[src/rtl/spi_ctl_pkg.sv]
// Shared widths, register indices, field positions and the per-word
// transfer settings. Assumes word-aligned 32-bit registers.
package spi_ctl_pkg;
    parameter int WORD_W  = 16;
    parameter int BYTE_W  = 8;
    parameter int PRESC_W = 5;

    localparam int IDX_CTRL  = 0;
    localparam int IDX_CFG   = 1;
    localparam int IDX_TX    = 2;
    localparam int IDX_RX    = 3;
    localparam int IDX_CAUSE = 4;

    localparam int CTRL_EN_BIT  = 0;
    localparam int CTRL_SEL_LO  = 2;
    localparam int CFG_WIDE_BIT = 5;
    localparam int CFG_CPOL_BIT = 11;
    localparam int CFG_CPHA_BIT = 12;

    typedef struct packed {
        logic               cpha;
        logic               cpol;
        logic               wide;
        logic [PRESC_W-1:0] div;
    } xfer_cfg_t;
endpackage

[src/rtl/spi_clk_div.sv]
// Divider tick generator: while enabled, pulses tick once every div+1
// cycles. The count restarts from zero whenever the enable is low.
module spi_clk_div #(
    parameter int DIV_W = 5
) (
    input  logic             clk,
    input  logic             rst_n,
    input  logic             en,
    input  logic [DIV_W-1:0] div,
    output logic             tick
);
    logic [DIV_W-1:0] cnt_q;

    assign tick = en && (cnt_q == div);

    // count cycles within one half period
    always_ff @(posedge clk) begin
        if (!rst_n || !en) cnt_q <= '0;
        else if (tick)     cnt_q <= '0;
        else               cnt_q <= cnt_q + 1'b1;
    end
endmodule

[src/rtl/spi_shift_core.sv]
// One-word full-duplex shift engine. Captures the settings at start,
// ignores start while busy, shifts MSB first, and drives a registered
// serial clock that rests at the live polarity while idle.
module spi_shift_core
    import spi_ctl_pkg::*;
(
    input  logic              clk,
    input  logic              rst_n,
    input  logic              start,
    input  xfer_cfg_t         cfg_in,
    input  logic [WORD_W-1:0] tx_word,
    input  logic              miso,
    output logic              busy,
    output logic              finish,
    output logic [WORD_W-1:0] rx_word,
    output logic              sclk,
    output logic              mosi
);
    localparam int CNT_W = $clog2(2 * WORD_W);
    localparam logic [CNT_W-1:0] LAST_WIDE   = CNT_W'(2 * WORD_W - 1);
    localparam logic [CNT_W-1:0] LAST_NARROW = CNT_W'(2 * BYTE_W - 1);

    xfer_cfg_t         cur_q;
    logic [WORD_W-1:0] sr_tx_q, sr_rx_q;
    logic [CNT_W-1:0]  edge_q;
    logic              busy_q, sclk_q, tick;
    logic              sample_now, shift_now, last_edge;

    spi_clk_div #(.DIV_W(PRESC_W)) u_div (
        .clk  (clk),
        .rst_n(rst_n),
        .en   (busy_q),
        .div  (cur_q.div),
        .tick (tick)
    );

    assign last_edge  = edge_q == (cur_q.wide ? LAST_WIDE : LAST_NARROW);
    assign sample_now = tick && (edge_q[0] == cur_q.cpha);
    assign shift_now  = tick && (edge_q[0] != cur_q.cpha) && (edge_q != '0);
    assign finish     = busy_q && tick && last_edge;

    // word sequencing: capture settings, count edges, shift both ways
    always_ff @(posedge clk) begin
        if (!rst_n) begin
            busy_q  <= 1'b0;
            cur_q   <= '0;
            sr_tx_q <= '0;
            sr_rx_q <= '0;
            edge_q  <= '0;
        end else if (start && !busy_q) begin
            busy_q  <= 1'b1;
            cur_q   <= cfg_in;
            sr_tx_q <= cfg_in.wide ? tx_word
                       : {tx_word[BYTE_W-1:0], {(WORD_W-BYTE_W){1'b0}}};
            sr_rx_q <= '0;
            edge_q  <= '0;
        end else if (busy_q && tick) begin
            edge_q <= edge_q + 1'b1;
            if (sample_now) sr_rx_q <= {sr_rx_q[WORD_W-2:0], miso};
            if (shift_now)  sr_tx_q <= {sr_tx_q[WORD_W-2:0], 1'b0};
            if (last_edge)  busy_q  <= 1'b0;
        end
    end

    // serial clock: toggles per tick while busy, tracks polarity while idle
    always_ff @(posedge clk) begin
        if (!rst_n)      sclk_q <= 1'b0;
        else if (busy_q) sclk_q <= tick ? ~sclk_q : sclk_q;
        else             sclk_q <= cfg_in.cpol;
    end

    assign busy    = busy_q;
    assign sclk    = sclk_q;
    assign mosi    = sr_tx_q[WORD_W-1];
    assign rx_word = cur_q.wide ? sr_rx_q
                     : {{(WORD_W-BYTE_W){1'b0}}, sr_rx_q[BYTE_W-1:0]};
endmodule

[src/rtl/spi_master_regs.sv]
// Register-mapped SPI master top: bus register bank, completion flag,
// select decode and the shift engine. Reads are combinational on the
// address; writes take effect at the clock edge with bus_we high.
module spi_master_regs
    import spi_ctl_pkg::*;
#(
    parameter int ADDR_W = 5,
    parameter int N_CS   = 8
) (
    input  logic              clk,
    input  logic              rst_n,
    input  logic [ADDR_W-1:0] bus_addr,
    input  logic              bus_we,
    input  logic [31:0]       bus_wdata,
    output logic [31:0]       bus_rdata,
    output logic              spi_sclk,
    output logic              spi_mosi,
    input  logic              spi_miso,
    output logic [N_CS-1:0]   spi_cs_n
);
    localparam int SEL_W = $clog2(N_CS);
    localparam int RIDX_W = ADDR_W - 2;

    logic [RIDX_W-1:0] reg_idx;
    logic [SEL_W-1:0]  ctrl_sel_q;
    logic              ctrl_en_q;
    xfer_cfg_t         cfg_q;
    logic              done_q, xfer_busy, xfer_finish;
    logic              wr_ctrl, wr_cfg, wr_tx, cause_clr, xfer_start;
    logic [WORD_W-1:0] rx_word;
    logic              unused_bits;

    assign reg_idx    = bus_addr[ADDR_W-1:2];
    assign wr_ctrl    = bus_we && (reg_idx == RIDX_W'(IDX_CTRL));
    assign wr_cfg     = bus_we && (reg_idx == RIDX_W'(IDX_CFG));
    assign wr_tx      = bus_we && (reg_idx == RIDX_W'(IDX_TX));
    assign cause_clr  = bus_we && (reg_idx == RIDX_W'(IDX_CAUSE)) && !bus_wdata[0];
    assign xfer_start = wr_tx && !xfer_busy;
    assign unused_bits = ^{bus_addr[1:0], bus_wdata[31:WORD_W]};

    // control and configuration registers
    always_ff @(posedge clk) begin
        if (!rst_n) begin
            ctrl_en_q  <= 1'b0;
            ctrl_sel_q <= '0;
            cfg_q      <= '0;
        end else begin
            if (wr_ctrl) begin
                ctrl_en_q  <= bus_wdata[CTRL_EN_BIT];
                ctrl_sel_q <= bus_wdata[CTRL_SEL_LO +: SEL_W];
            end
            if (wr_cfg) begin
                cfg_q.cpha <= bus_wdata[CFG_CPHA_BIT];
                cfg_q.cpol <= bus_wdata[CFG_CPOL_BIT];
                cfg_q.wide <= bus_wdata[CFG_WIDE_BIT];
                cfg_q.div  <= bus_wdata[PRESC_W-1:0];
            end
        end
    end

    // completion flag: set on word end, cleared by start or a zero write
    always_ff @(posedge clk) begin
        if (!rst_n)           done_q <= 1'b0;
        else if (xfer_finish) done_q <= 1'b1;
        else if (xfer_start)  done_q <= 1'b0;
        else if (cause_clr)   done_q <= 1'b0;
    end

    spi_shift_core u_core (
        .clk    (clk),
        .rst_n  (rst_n),
        .start  (xfer_start),
        .cfg_in (cfg_q),
        .tx_word(bus_wdata[WORD_W-1:0]),
        .miso   (spi_miso),
        .busy   (xfer_busy),
        .finish (xfer_finish),
        .rx_word(rx_word),
        .sclk   (spi_sclk),
        .mosi   (spi_mosi)
    );

    // select decode, one comparator per line
    for (genvar g = 0; g < N_CS; g++) begin : g_cs
        assign spi_cs_n[g] = !(ctrl_en_q && (ctrl_sel_q == SEL_W'(g)));
    end

    // read mux
    always_comb begin
        bus_rdata = '0;
        case (reg_idx)
            RIDX_W'(IDX_CTRL): begin
                bus_rdata[CTRL_EN_BIT]           = ctrl_en_q;
                bus_rdata[CTRL_SEL_LO +: SEL_W]  = ctrl_sel_q;
            end
            RIDX_W'(IDX_CFG): begin
                bus_rdata[CFG_CPHA_BIT]  = cfg_q.cpha;
                bus_rdata[CFG_CPOL_BIT]  = cfg_q.cpol;
                bus_rdata[CFG_WIDE_BIT]  = cfg_q.wide;
                bus_rdata[PRESC_W-1:0]   = cfg_q.div;
            end
            RIDX_W'(IDX_RX):    bus_rdata[WORD_W-1:0] = rx_word;
            RIDX_W'(IDX_CAUSE): bus_rdata[0] = done_q;
            default:            bus_rdata = '0;
        endcase
    end
endmodule

[config.mk]
export PLATFORM = sky130hd
export DESIGN_NAME = spi_master_regs
export DESIGN_NICKNAME = d
export VERILOG_FILES = /design/src/rtl/spi_ctl_pkg.sv /design/src/rtl/spi_clk_div.sv /design/src/rtl/spi_shift_core.sv /design/src/rtl/spi_master_regs.sv
export SDC_FILE = /design/constraint.sdc
export NUM_CORES = 1
export LEC_CHECK = 0
export BUFFER_PORTS_ARGS = -buffer_cell sky130_fd_sc_hd__buf_4
export CAP_MARGIN = 20
export CORE_UTILIZATION = 56
export CTS_BUF_LIST = sky130_fd_sc_hd__clkbuf_4
export DETAILED_ROUTE_END_ITERATION = 16
export PLACE_DENSITY = 0.83
export SETUP_SLACK_MARGIN = 0.15
export SYNTH_ARGS = -nofsm -noshare
export SYNTH_HDL_FRONTEND = slang
export SYNTH_HIERARCHICAL = 1
export SYNTH_SLANG_ARGS = --single-unit
[constraint.sdc]
create_clock -name clk -period 2.9 [get_ports clk]
set_input_delay 0.87 -clock clk [delete_from_list [all_inputs] [get_ports clk]]
set_output_delay 0.87 -clock clk [all_outputs]
set_load 0.02 [all_outputs]
# Word-level counts from Yosys, hierarchy flattened
# Cells that the tools add are included.
[word_totals]
wordCells = 102
in_bits = 41
regBits = 64
mem_bits_rw = 0
output_inout_bits = 42
latchBits = 0
mem_bits_ro = 0
mem_count = 0
[op_classes]
n_eq_ne = 16
add_sub_neg = 2
muxes = 21
order_cmp = 0
bitwise_logic = 2
mul = 0
reduce_logical = 45
n_div = 0
n_shift = 0
[op_table]
columns = ["cell", "count"]
rows = [
  ["2-to-1 mux 16 bit", 5],
  ["logical AND 1 bit", 21],
  ["== test 3 bit (second input constant)", 5],
  ["== test 3 x 2 -> 1 bit (second input constant)", 4],
  ["zero test 1 bit", 11],
  ["adder 5 x 1 -> 5 bit (second input constant)", 2],
  ["== test 5 bit", 2],
  ["2-to-1 mux 5 bit", 2],
  ["one-hot mux 3 bit (3 select lines)", 1],
  ["2-to-1 mux 1 bit", 8],
  ["== test 3 x 1 -> 1 bit (second input constant)", 2],
  ["zero test 3 bit", 2],
  ["AND reduction 2 bit", 3],
  ["nonzero test 2 bit", 3],
  ["nonzero test 5 bit", 1],
  ["one-hot mux 1 bit (2 select lines)", 2],
  ["one-hot mux 1 bit (4 select lines)", 1],
  ["one-hot mux 2 bit (2 select lines)", 1],
  ["OR reduction 2 bit", 2],
  ["2-to-1 mux 3 bit", 1],
  ["nonzero test 3 bit", 1],
  ["inequality test 2 bit (second input constant)", 1],
  ["inverter 1 bit", 2],
  ["== test 1 bit", 1],
  ["2 further kinds", 2],
]

# Longest topological paths before layout
# Gate-level depths: netlist (run 1).
[logic_depth]
word_depth = 7
ltp_mapped = 8
ltp_nobuf = 7

# By module
# The synthesis (run 1) kept the hierarchy.
[by_module_without_submodules]
columns = ["module", "seq_area_each_um2", "cells_each", "area_per_inst_um2", "n_inst"]
rows = [
  ["spi_shift_core", 920.9, 277, 2359.8, 1],
  ["spi_master_regs", 260.2, 117, 962.2, 1],
  ["spi_clk_div", 100.1, 26, 272.8, 1],
]

# Least setup slack after synthesis (run 1)
# No wires, ideal clock.
[synth_timing]
path_kind = "input to output"
start = "input port bus_addr[4]"
end = "output port bus_rdata[0]"
cell_stages = 4
t_arrival_ps = 2000
setup_slack_ps = 30
required_time_ps = 2030
n_path_buf = 1
cell_sequence = "buf_2 or2b_1 o22a_2 o21ai_0"
[synth_between]
elab_chain_cells = 2
word_cells_on_any_way = 5
cone_classes = "eq/ne (3); mux (1); reduce/logical (1)"
[synth_rtl]
columns = ["element", "line", "text"]
rows = [
  ["start, declared", "spi_master_regs.sv:12", "input logic [ADDR_W-1:0] bus_addr,"],
  ["== test 3 bit (tied with other cells)", "spi_master_regs.sv:91", "case (reg_idx)"],
  ["one-hot mux 1 bit (4 select lines) *", "spi_master_regs.sv:91", ""],
  ["end, declared", "spi_master_regs.sv:15", "output logic [31:0] bus_rdata,"],
]
# Every way passes the cells marked *; elsewhere a longest branch is shown, timed or not.

# Final worst setup path (run 1)
[layout_timing]
start = "input port bus_addr[2]"
end = "output port bus_rdata[0]"
# The elaborated chain is that of the path after synthesis.

==> reports/qor.csv, run 1 <==
metric;value;unit
antenna_cells;0;
clk_pin_slew;0.09;ns
start_util;59.31;%
synth_cell_type_count;51;
syn2layout_area_growth;7.518;%
fin_crit;2.706;ns
grt_pass1_vias;2848;
syn_inst;420;
routedWlPerCell;15.59;µm
maxCapViolCount;0;
numCtsBuffers;9;
hold_ws;0.4683;ns
core-area;6061;µm²
avgSynthCellArea;8.559;µm²
drtIter0Drc;204;
drtAntennaViolNets;0;
async_flop_share;0;%
fp.dieW;82.12;µm
dr.pass1.iters;5;
routabilityCongestion;0.7612;
final_nets;489;
synth_edf_count;0;
hp-class;register to register;
combPwrFrac;9.8;%
grt_antenna_before_repair;0;
p_int;1.091;mW
clock_skew;0.01118;ns
critPathRequiredTime;2.03;ns
post_cts_buffers;0;
synth_area;3595;µm²
yosys_warnings;6;
grt_pass1_wl;13.34;mm
seqPwrFrac;60.3;%
p_switching;394.2;µW
slew_headroom;43.78;%
grt.total_usage;26.00;%
clk_path_buf_depth;2;
dp_hpwl;5.523;mm
cts_num_sinks;64;
numPortBuffers;48;
cts_resized;0;
tightest_slew;0.8426;ns
max-vdd-ir-drop;0.0002868;V
synth-seq-area-share;35.64;%
rsz0062_at_grt;false;
cts-root-buf;clkbuf_4;
htreeDepth;3;
std_cell_rows;28;
setup_violations;0;
clk_latency;0.41;ns
wl;8.138;mm
critical_path_peak_fanout;13;
routed_via_density;5.885;
synth-seq-cells;64;
cts_tree;yes;
start_kind;primary input;
worstSetupEndpointType;primary output;
fp.dieH;82.12;µm
status;completed;
synthFlopType;dfxtp_1;
clockPowerShare;29.9;%
drc;0;
grt_overflow;0;
final.period_utilization;93.32;%
vias;3072;
power.leakage;1.400;nW
io_pins;83;
grt_max_degree;40;
drv_slew;0;
cts_hold_buf;0;
drive_gt1_share;18.34;%
switching_share;26.54;%
setup_tns;0;ns
hold_viol_final;0;
path_class;primary input to primary output;
fmax;369.5;MHz
powerDensity;384.4;nW/µm²
crit_arrival;1.84;ns
dieArea;6744;µm²
cell families after synthesis:
group                    count (synthesis)  share of synthesized area, %
AND/OR/NAND/NOR                        154                         22.55
AO/OA/AOI/OAI                          100                         19.53
flip-flops                              64                         35.64
buffers and inverters                   64                         11.94
multiplexers                            20                         5.569
XOR/XNOR                                14                         3.620
adder cells (fa/ha/maj)                  3                         1.044
other                                    1                        0.1043
worst max-delay path: stages:
cell	delay (ns)
buf_4	0.18
or2b_1	0.26
o22a_2	0.22
o21ai_1	0.14
buf_4	0.16
power by group through the flow:
stage               logic, mW  registers (mW)  clock network, mW
floorplan               0.115           0.914                  0
global placement        0.141           0.916                  0
detailed placement      0.143           0.916                  0
CTS                     0.144           0.896              0.454
global route            0.158           0.898              0.492
finish                  0.145           0.896              0.444
cells in the mapped netlist (all sizes together), types with 13 or more instances:
library cell,instances,area [µm²]
nor2,33,123.9
dfxtp,64,1281
a311oi,14,122.6
buf,44,337.8
a21oi,28,140.1
o21ai,20,100.1
and2,19,121.4
nand3,37,185.2
mux2i,20,200.2
a211oi,13,97.59
clkbuf,13,53.80
nand2,40,150.1
cell type report:
cell class                      instances  area [µm²]
Inverter                                5       18.77
Timing Repair Buffer                   58       447.9
Fill cell                             526        2196
Clock inverter                          4       15.01
Multi-Input combinational cell        307        1941
Sequential cell                        64        1281
Clock buffer                            9       67.56
Tap cell                               75       93.84
path summary, 6_finish.rpt:
path	depth (start not counted)	from	slack, ns	end
min reg2reg	2	u_core/cur_q[3]$_SDFFE_PN0P_	0.47	u_core/cur_q[3]$_SDFFE_PN0P_
max reg2reg	6	u_core/u_div/cnt_q[4]$_SDFF_PP0_	0.37	u_core/sr_tx_q[12]$_SDFFE_PN0P_
max	5	bus_addr[2]	0.19	bus_rdata[0]
min	2	u_core/cur_q[3]$_SDFFE_PN0P_	0.47	u_core/cur_q[3]$_SDFFE_PN0P_
through the flow:
| stage | worst slack (ns) | power, mW | cells | util [%] | cell area (µm²) |
|---|---|---|---|---|---|
| 6_report | 0.1936 | 1.486 | 522 | 63.77 | 3865 |
| 3_3_place_gp | 0.2073 | 1.057 | 509 | 62.41 | 3782 |
| 2_1_floorplan | 0.1824 | 1.029 | 435 | - | 3651 |
| 5_1_grt | 0.1576 | 1.547 | 522 | 63.77 | 3865 |
| 3_5_place_dp | 0.1884 | 1.060 | 509 | 62.41 | 3782 |
| 4_1_cts | 0.1861 | 1.494 | 522 | 63.77 | 3865 |
routing by layer:
layer	track usage, %	vias up	wire (µm)
met4	8.596	0	141
met3	7.582	13	418
met5	0	-	0
li1	-	1503	-
met2	42.73	94	3905
met1	32.52	1462	3673
state kept, by name, summed over array words and instances (netlist names):
| signal | count |
|---|---|
| ctrl_sel_q | 3 |
| cfg_q | 8 |
| u_core/cur_q | 7 |
| ctrl_en_q | 1 |
| done_q | 1 |
| u_core/sr_tx_q | 16 |
| u_core/edge_q | 5 |
| u_core/sclk | 1 |
| u_core/sr_rx_q | 16 |
| u_core/busy | 1 |
| u_core/u_div/cnt_q | 5 |
layout by cell type, fill, tap and decap left out, drive strengths merged, types with 5 or more instances in the layout:
cell,count
dfxtp,64
buf,58
nand2,40
nand3,37
nor2,33
a21oi,28
mux2i,20
o21ai,20
and2,19
conb,16
a311oi,14
a211oi,13
o41ai,9
clkbuf,9
xor2,9
a311o,8
and2b,8
inv,5
xnor2,5
No activity file was read; power rests on OpenSTA's default activity.
==> inputs of run 2 (changes only) <==
Settings changed: PLACE_DENSITY 0.83 to 0.82.
==> run 2 against run 1 <==
Against the previous run:
- clock power rose by 6.3%
- maximum frequency rose by 1.0%
- die area did not move
- utilization rose by 0.64 points
- cell count rose by 0.57%
- global-route usage fell by 0.75 points
- sequential power barely moved
- first-iteration DRC count rose by 15%
- highest routed layer unchanged
==> reports/qor.csv, run 2 (synthesized netlist as in run 1, its figures left out) <==
metric;value;unit
setup_ws;0.2209;ns
multiInputGateArea;1941;µm²
cts_num_sinks;64;
routedWlPerCell;14.97;µm
hp-class;register to register;
numCtsBuffers;9;
nFillCells;535;
dp.cells;511;
clockPowerShare;31.2;%
rr_startpoint;u_core/u_div/cnt_q[4]$_SDFF_PP0_;
worstSetupEndpointType;primary output;
syn2layout_area_growth;8.597;%
drtIter0Drc;234;
layout_commonest_cell;dfxtp_1;
clk_path_buf_depth;2;
dp_hpwl;5.357;mm
rsz0062_at_grt;false;
numPortBuffers;48;
post_cts_buffers;0;
grt_pass1_wl;13.00;mm
antenna_cells;0;
drc;0;
crit_arrival;1.81;ns
fin_crit;2.679;ns
r2r_end;u_core/sr_tx_q[2]$_SDFFE_PN0P_;
drv_slew;0;
start_util;59.31;%
final_nets;491;
std_cell_rows;28;
hold_ws;0.4706;ns
routed_via_density;5.792;
start_kind;primary input;
wl;7.859;mm
max-vdd-ir-drop;0.0002458;V
grt.total_usage;25.25;%
clock_skew;0.01169;ns
cts_tree;yes;
top_regs;u_core/sr_rx_q x16, u_core/sr_tx_q x16, cfg_q x8;
slew_headroom;48.78;%
path_class;primary input to primary output;
seqPwrFrac;59.2;%
core-area;6061;µm²
drive_gt1_share;19.11;%
routabilityCongestion;0.7692;
setup_tns;0;ns
critical_path_peak_fanout;13;
vias;3041;
p_switching;393.9;µW
combPwrFrac;9.7;%
clk_pin_slew;0.09;ns
layout_common_cells;64 x dfxtp_1, 58 x buf_4, 40 x nand2_1;
cts_hold_buf;0;
hold_viol_final;0;
grt_pass1_vias;2792;
reg2reg_depth;6;
worstSetupEndpoint;bus_rdata[0];
dieArea;6744;µm²
dr.pass1.iters;5;
cp-startpoint;bus_addr[2];
drtAntennaViolNets;0;
dp_slack;0.2063;ns
p_int;1.121;mW
setup_violations;0;
htreeDepth;3;
grt_max_degree;27;
cts_resized;0;
fp.dieW;82.12;µm
grt_overflow;0;
stdcell_count;525;
maxCapViolCount;0;
clk_latency;0.39;ns
fmax;373.3;MHz
power.leakage;1.421;nW
cts-root-buf;clkbuf_4;
r2r_slack;0.52;ns
io_pins;83;
tightest_slew;0.7675;ns
status;completed;
final-seq-area;1281;µm²
grt_antenna_before_repair;0;
critPathRequiredTime;2.03;ns
powerDensity;388.1;nW/µm²
final.period_utilization;92.38;%
fp.dieH;82.12;µm
switching_share;26.00;%
## run 2: cell count changes in the layout (fill, tap and decap cells not counted), sizes merged
cell	before	now
buf	58	60
clkinv	4	3
clkbuf	9	11
## run 2: power by group through the flow
stage / combinational, mW / clock (mW) / sequential (mW)
after floorplan: 0.115 / 0 / 0.914
after global placement: 0.143 / 0 / 0.916
after detailed placement: 0.144 / 0 / 0.916
after CTS: 0.145 / 0.488 / 0.896
after global routing: 0.158 / 0.532 / 0.898
final: 0.147 / 0.472 / 0.896
## run 2: per-layer routing
metal  share of wire [%]  track usage, %
met4                 1.1           9.123
met3                 5.3           6.044
met5                   0               0
met2                  48           40.17
met1                  45           33.20
## run 2: worst min-delay path by stage
stage,depth (start not counted),startpoint,to
floorplan,2,done_q$_SDFFE_PN0P_,done_q$_SDFFE_PN0P_
global placement,2,u_core/cur_q[4]$_SDFFE_PN0P_,u_core/cur_q[4]$_SDFFE_PN0P_
finish,2,u_core/cur_q[4]$_SDFFE_PN0P_,u_core/cur_q[4]$_SDFFE_PN0P_
CTS,2,u_core/sr_rx_q[11]$_SDFFE_PP0P_,u_core/sr_rx_q[12]$_SDFFE_PP0P_
detailed placement,2,u_core/cur_q[4]$_SDFFE_PN0P_,u_core/cur_q[4]$_SDFFE_PN0P_
global route,2,cfg_q[0]$_SDFFE_PN0P_,u_core/cur_q[0]$_SDFFE_PN0P_
## run 2: critical path: stages
cell     delay, ns
buf_4         0.18
or2b_1        0.25
o22a_2        0.22
o21ai_1       0.12
buf_4         0.16
## run 2: area by class of cell
class | count | share of cell area, %
clock buffers | 11 | 2.115
flip-flops and latches | 64 | 32.82
well taps | 75 | 2.404
multi-input cells | 307 | 49.71
clock inverters | 3 | 0.2885
inverters | 5 | 0.4808
repair buffers | 60 | 12.18
## run 2: metrics by stage
step,power [mW],util (%),cell area [µm²]
2_1_floorplan,1.029,-,3651
3_3_place_gp,1.059,62.86,3810
3_5_place_dp,1.061,62.86,3810
4_1_cts,1.530,64.41,3904
5_1_grt,1.588,64.41,3904
6_report,1.515,64.41,3904
==> inputs of run 3 (changes only) <==
Settings changed: GPL_TIMING_DRIVEN from default to 0.
==> run 3 against run 2 <==
Against the previous run:
- design area increased by 7.4%
- die area is the same
- hold slack improved by 0.0021 ns
- first-iteration DRC count rose by 68%
- via count increased by 8.9%
- utilization is 4.7 points higher
- routed wire length increased by 13%
- sequential power about the same
- clock skew grew 0.0043 ns
- critical path depth did not move
- highest routed layer unchanged
==> reports/qor.csv, run 3 (synthesized netlist as in run 1, its figures left out) <==
metric;value;unit
drtAntennaViolNets;0;
io_pins;83;
worstHoldStart;u_core/cur_q[4]$_SDFFE_PN0P_;
numPortBuffers;46;
crit_arrival;1.82;ns
fp.dieH;82.12;µm
maxCapViolCount;0;
reg2reg_depth;6;
routabilityCongestion;0.9564;
fmax;372.2;MHz
hp-class;register to register;
cts_num_sinks;64;
max-vdd-ir-drop;0.0003149;V
numCtsBuffers;9;
nFillCells;523;
grt_max_degree;13;
dp_slack;0.1303;ns
clk_path_buf_depth;2;
tightest_slew;0.8256;ns
hold_end;u_core/cur_q[4]$_SDFFE_PN0P_;
worst_path_max_delay_cell;or2b_1;
cts-root-buf;clkbuf_4;
setup_tns;0;ns
worstSetupEndpointType;primary output;
drv_slew;0;
dieArea;6744;µm²
grt_overflow;0;
fin_crit;2.687;ns
crit_chain;buf_2, or2b_1, o22a_2, o21ai_1, buf_4;
power.leakage;1.615;nW
routed_via_density;5.802;
path_class;primary input to primary output;
setup_violations;0;
antenna_cells;0;
htreeDepth;3;
setup_ws;0.2134;ns
start_util;59.31;%
min_path_cells;2;
vias;3313;
clk_latency;0.41;ns
clock_skew;0.01595;ns
grt_pass1_wl;14.10;mm
fp.dieW;82.12;µm
slew_headroom;44.56;%
grt_pass1_vias;2985;
cts_hold_buf;0;
rsz0062_at_grt;false;
critical_path_peak_fanout;10;
drtIter0Drc;392;
hold_viol_final;0;
cp-startpoint;bus_addr[4];
dr.pass1.iters;6;
final.period_utilization;92.64;%
drc;0;
clk_pin_slew;0.10;ns
grt_antenna_before_repair;0;
wl;8.915;mm
std_cell_rows;28;
final_nets;536;
core-area;6061;µm²
powerDensity;366.2;nW/µm²
rr_startpoint;u_core/u_div/cnt_q[1]$_SDFF_PP0_;
critical-path-max-stage-delay;0.26;ns
status;completed;
dp_hpwl;6.483;mm
layout_common_cells;75 x buf_4, 64 x dfxtp_1, 40 x nand2_1;
routedWlPerCell;15.61;µm
r2r_slack;0.36;ns
layout_commonest_cell;buf_4;
cts_tree;yes;
r2r_end;u_core/sr_tx_q[2]$_SDFFE_PN0P_;
critPathRequiredTime;2.03;ns
syn2layout_area_growth;16.60;%
start_kind;primary input;
grt.total_usage;27.94;%
top_regs;u_core/sr_rx_q x16, u_core/sr_tx_q x16, cfg_q x8;
drive_gt1_share;23.99;%
[run 3: critical path: cells and delay by family]
kind            cells  cell delay, ns
compound gates      2            0.36
buf+inv             2            0.32
simple gates        1            0.26
[run 3: how the worst max path moves through the flow]
stage | slack (ns) | cells past startpoint | endpoint
6_report | 0.21 | 5 | bus_rdata[0]
5_1_grt | 0.16 | 6 | bus_rdata[4]
4_1_cts | 0.20 | 5 | bus_rdata[0]
2_1_floorplan | 0.18 | 4 | bus_rdata[0]
3_5_place_dp | 0.13 | 8 | u_core/sr_tx_q[2]$_SDFFE_PN0P_
3_3_place_gp | 0.14 | 5 | bus_rdata[0]
[run 3: through the flow]
| stage | hold slack (ns) | power, mW | area (µm²) | cells | utilization (%) |
|---|---|---|---|---|---|
| 2_1_floorplan | 0.4412 | 1.029 | 3651 | 435 | - |
| 3_3_place_gp | 0.4558 | 1.081 | 4090 | 556 | 67.49 |
| 3_5_place_dp | 0.4602 | 1.083 | 4090 | 556 | 67.49 |
| 4_1_cts | 0.4742 | 1.537 | 4189 | 571 | 69.12 |
| 5_1_grt | 0.4915 | 1.600 | 4192 | 571 | 69.16 |
| 6_report | 0.4727 | 1.535 | 4192 | 571 | 69.16 |
[run 3: where the power goes]
| group | internal [mW] | switching, mW | leakage [nW] | total [mW] |
|---|---|---|---|---|
| registers | 0.887 | 0.00977 | 0.516 | 0.897 |
| logic | 0.0723 | 0.0982 | 1.05 | 0.170 |
| clock network | 0.159 | 0.309 | 0.0517 | 0.467 |
[run 3: cell type report]
type	count	area [µm²]	area share, %
inverter	5	18.77	0.4478
buffer	58	409.1	9.761
clock buffer	9	67.56	1.612
timing repair buffer	47	352.8	8.418
multi-input combinational	307	1941	46.30
sequential	64	1281	30.57
clock inverter	6	27.53	0.6567
tap	75	93.84	2.239
[run 3: repair_timing]
action,in CTS,in global routing
gates resized for setup,0,1
endpoints found under the setup margin,1,1
endpoints found under the hold margin,0,0
setup buffers,1,0
[run 3: routing by layer]
metal | wire length (µm) | vias to the layer above | track usage, %
li1 | - | 1594 | -
met3 | 592 | 25 | 7.363
met5 | 0 | - | 0
met2 | 4381 | 131 | 48.84
met1 | 3749 | 1563 | 33.06
met4 | 191 | 0 | 9.123
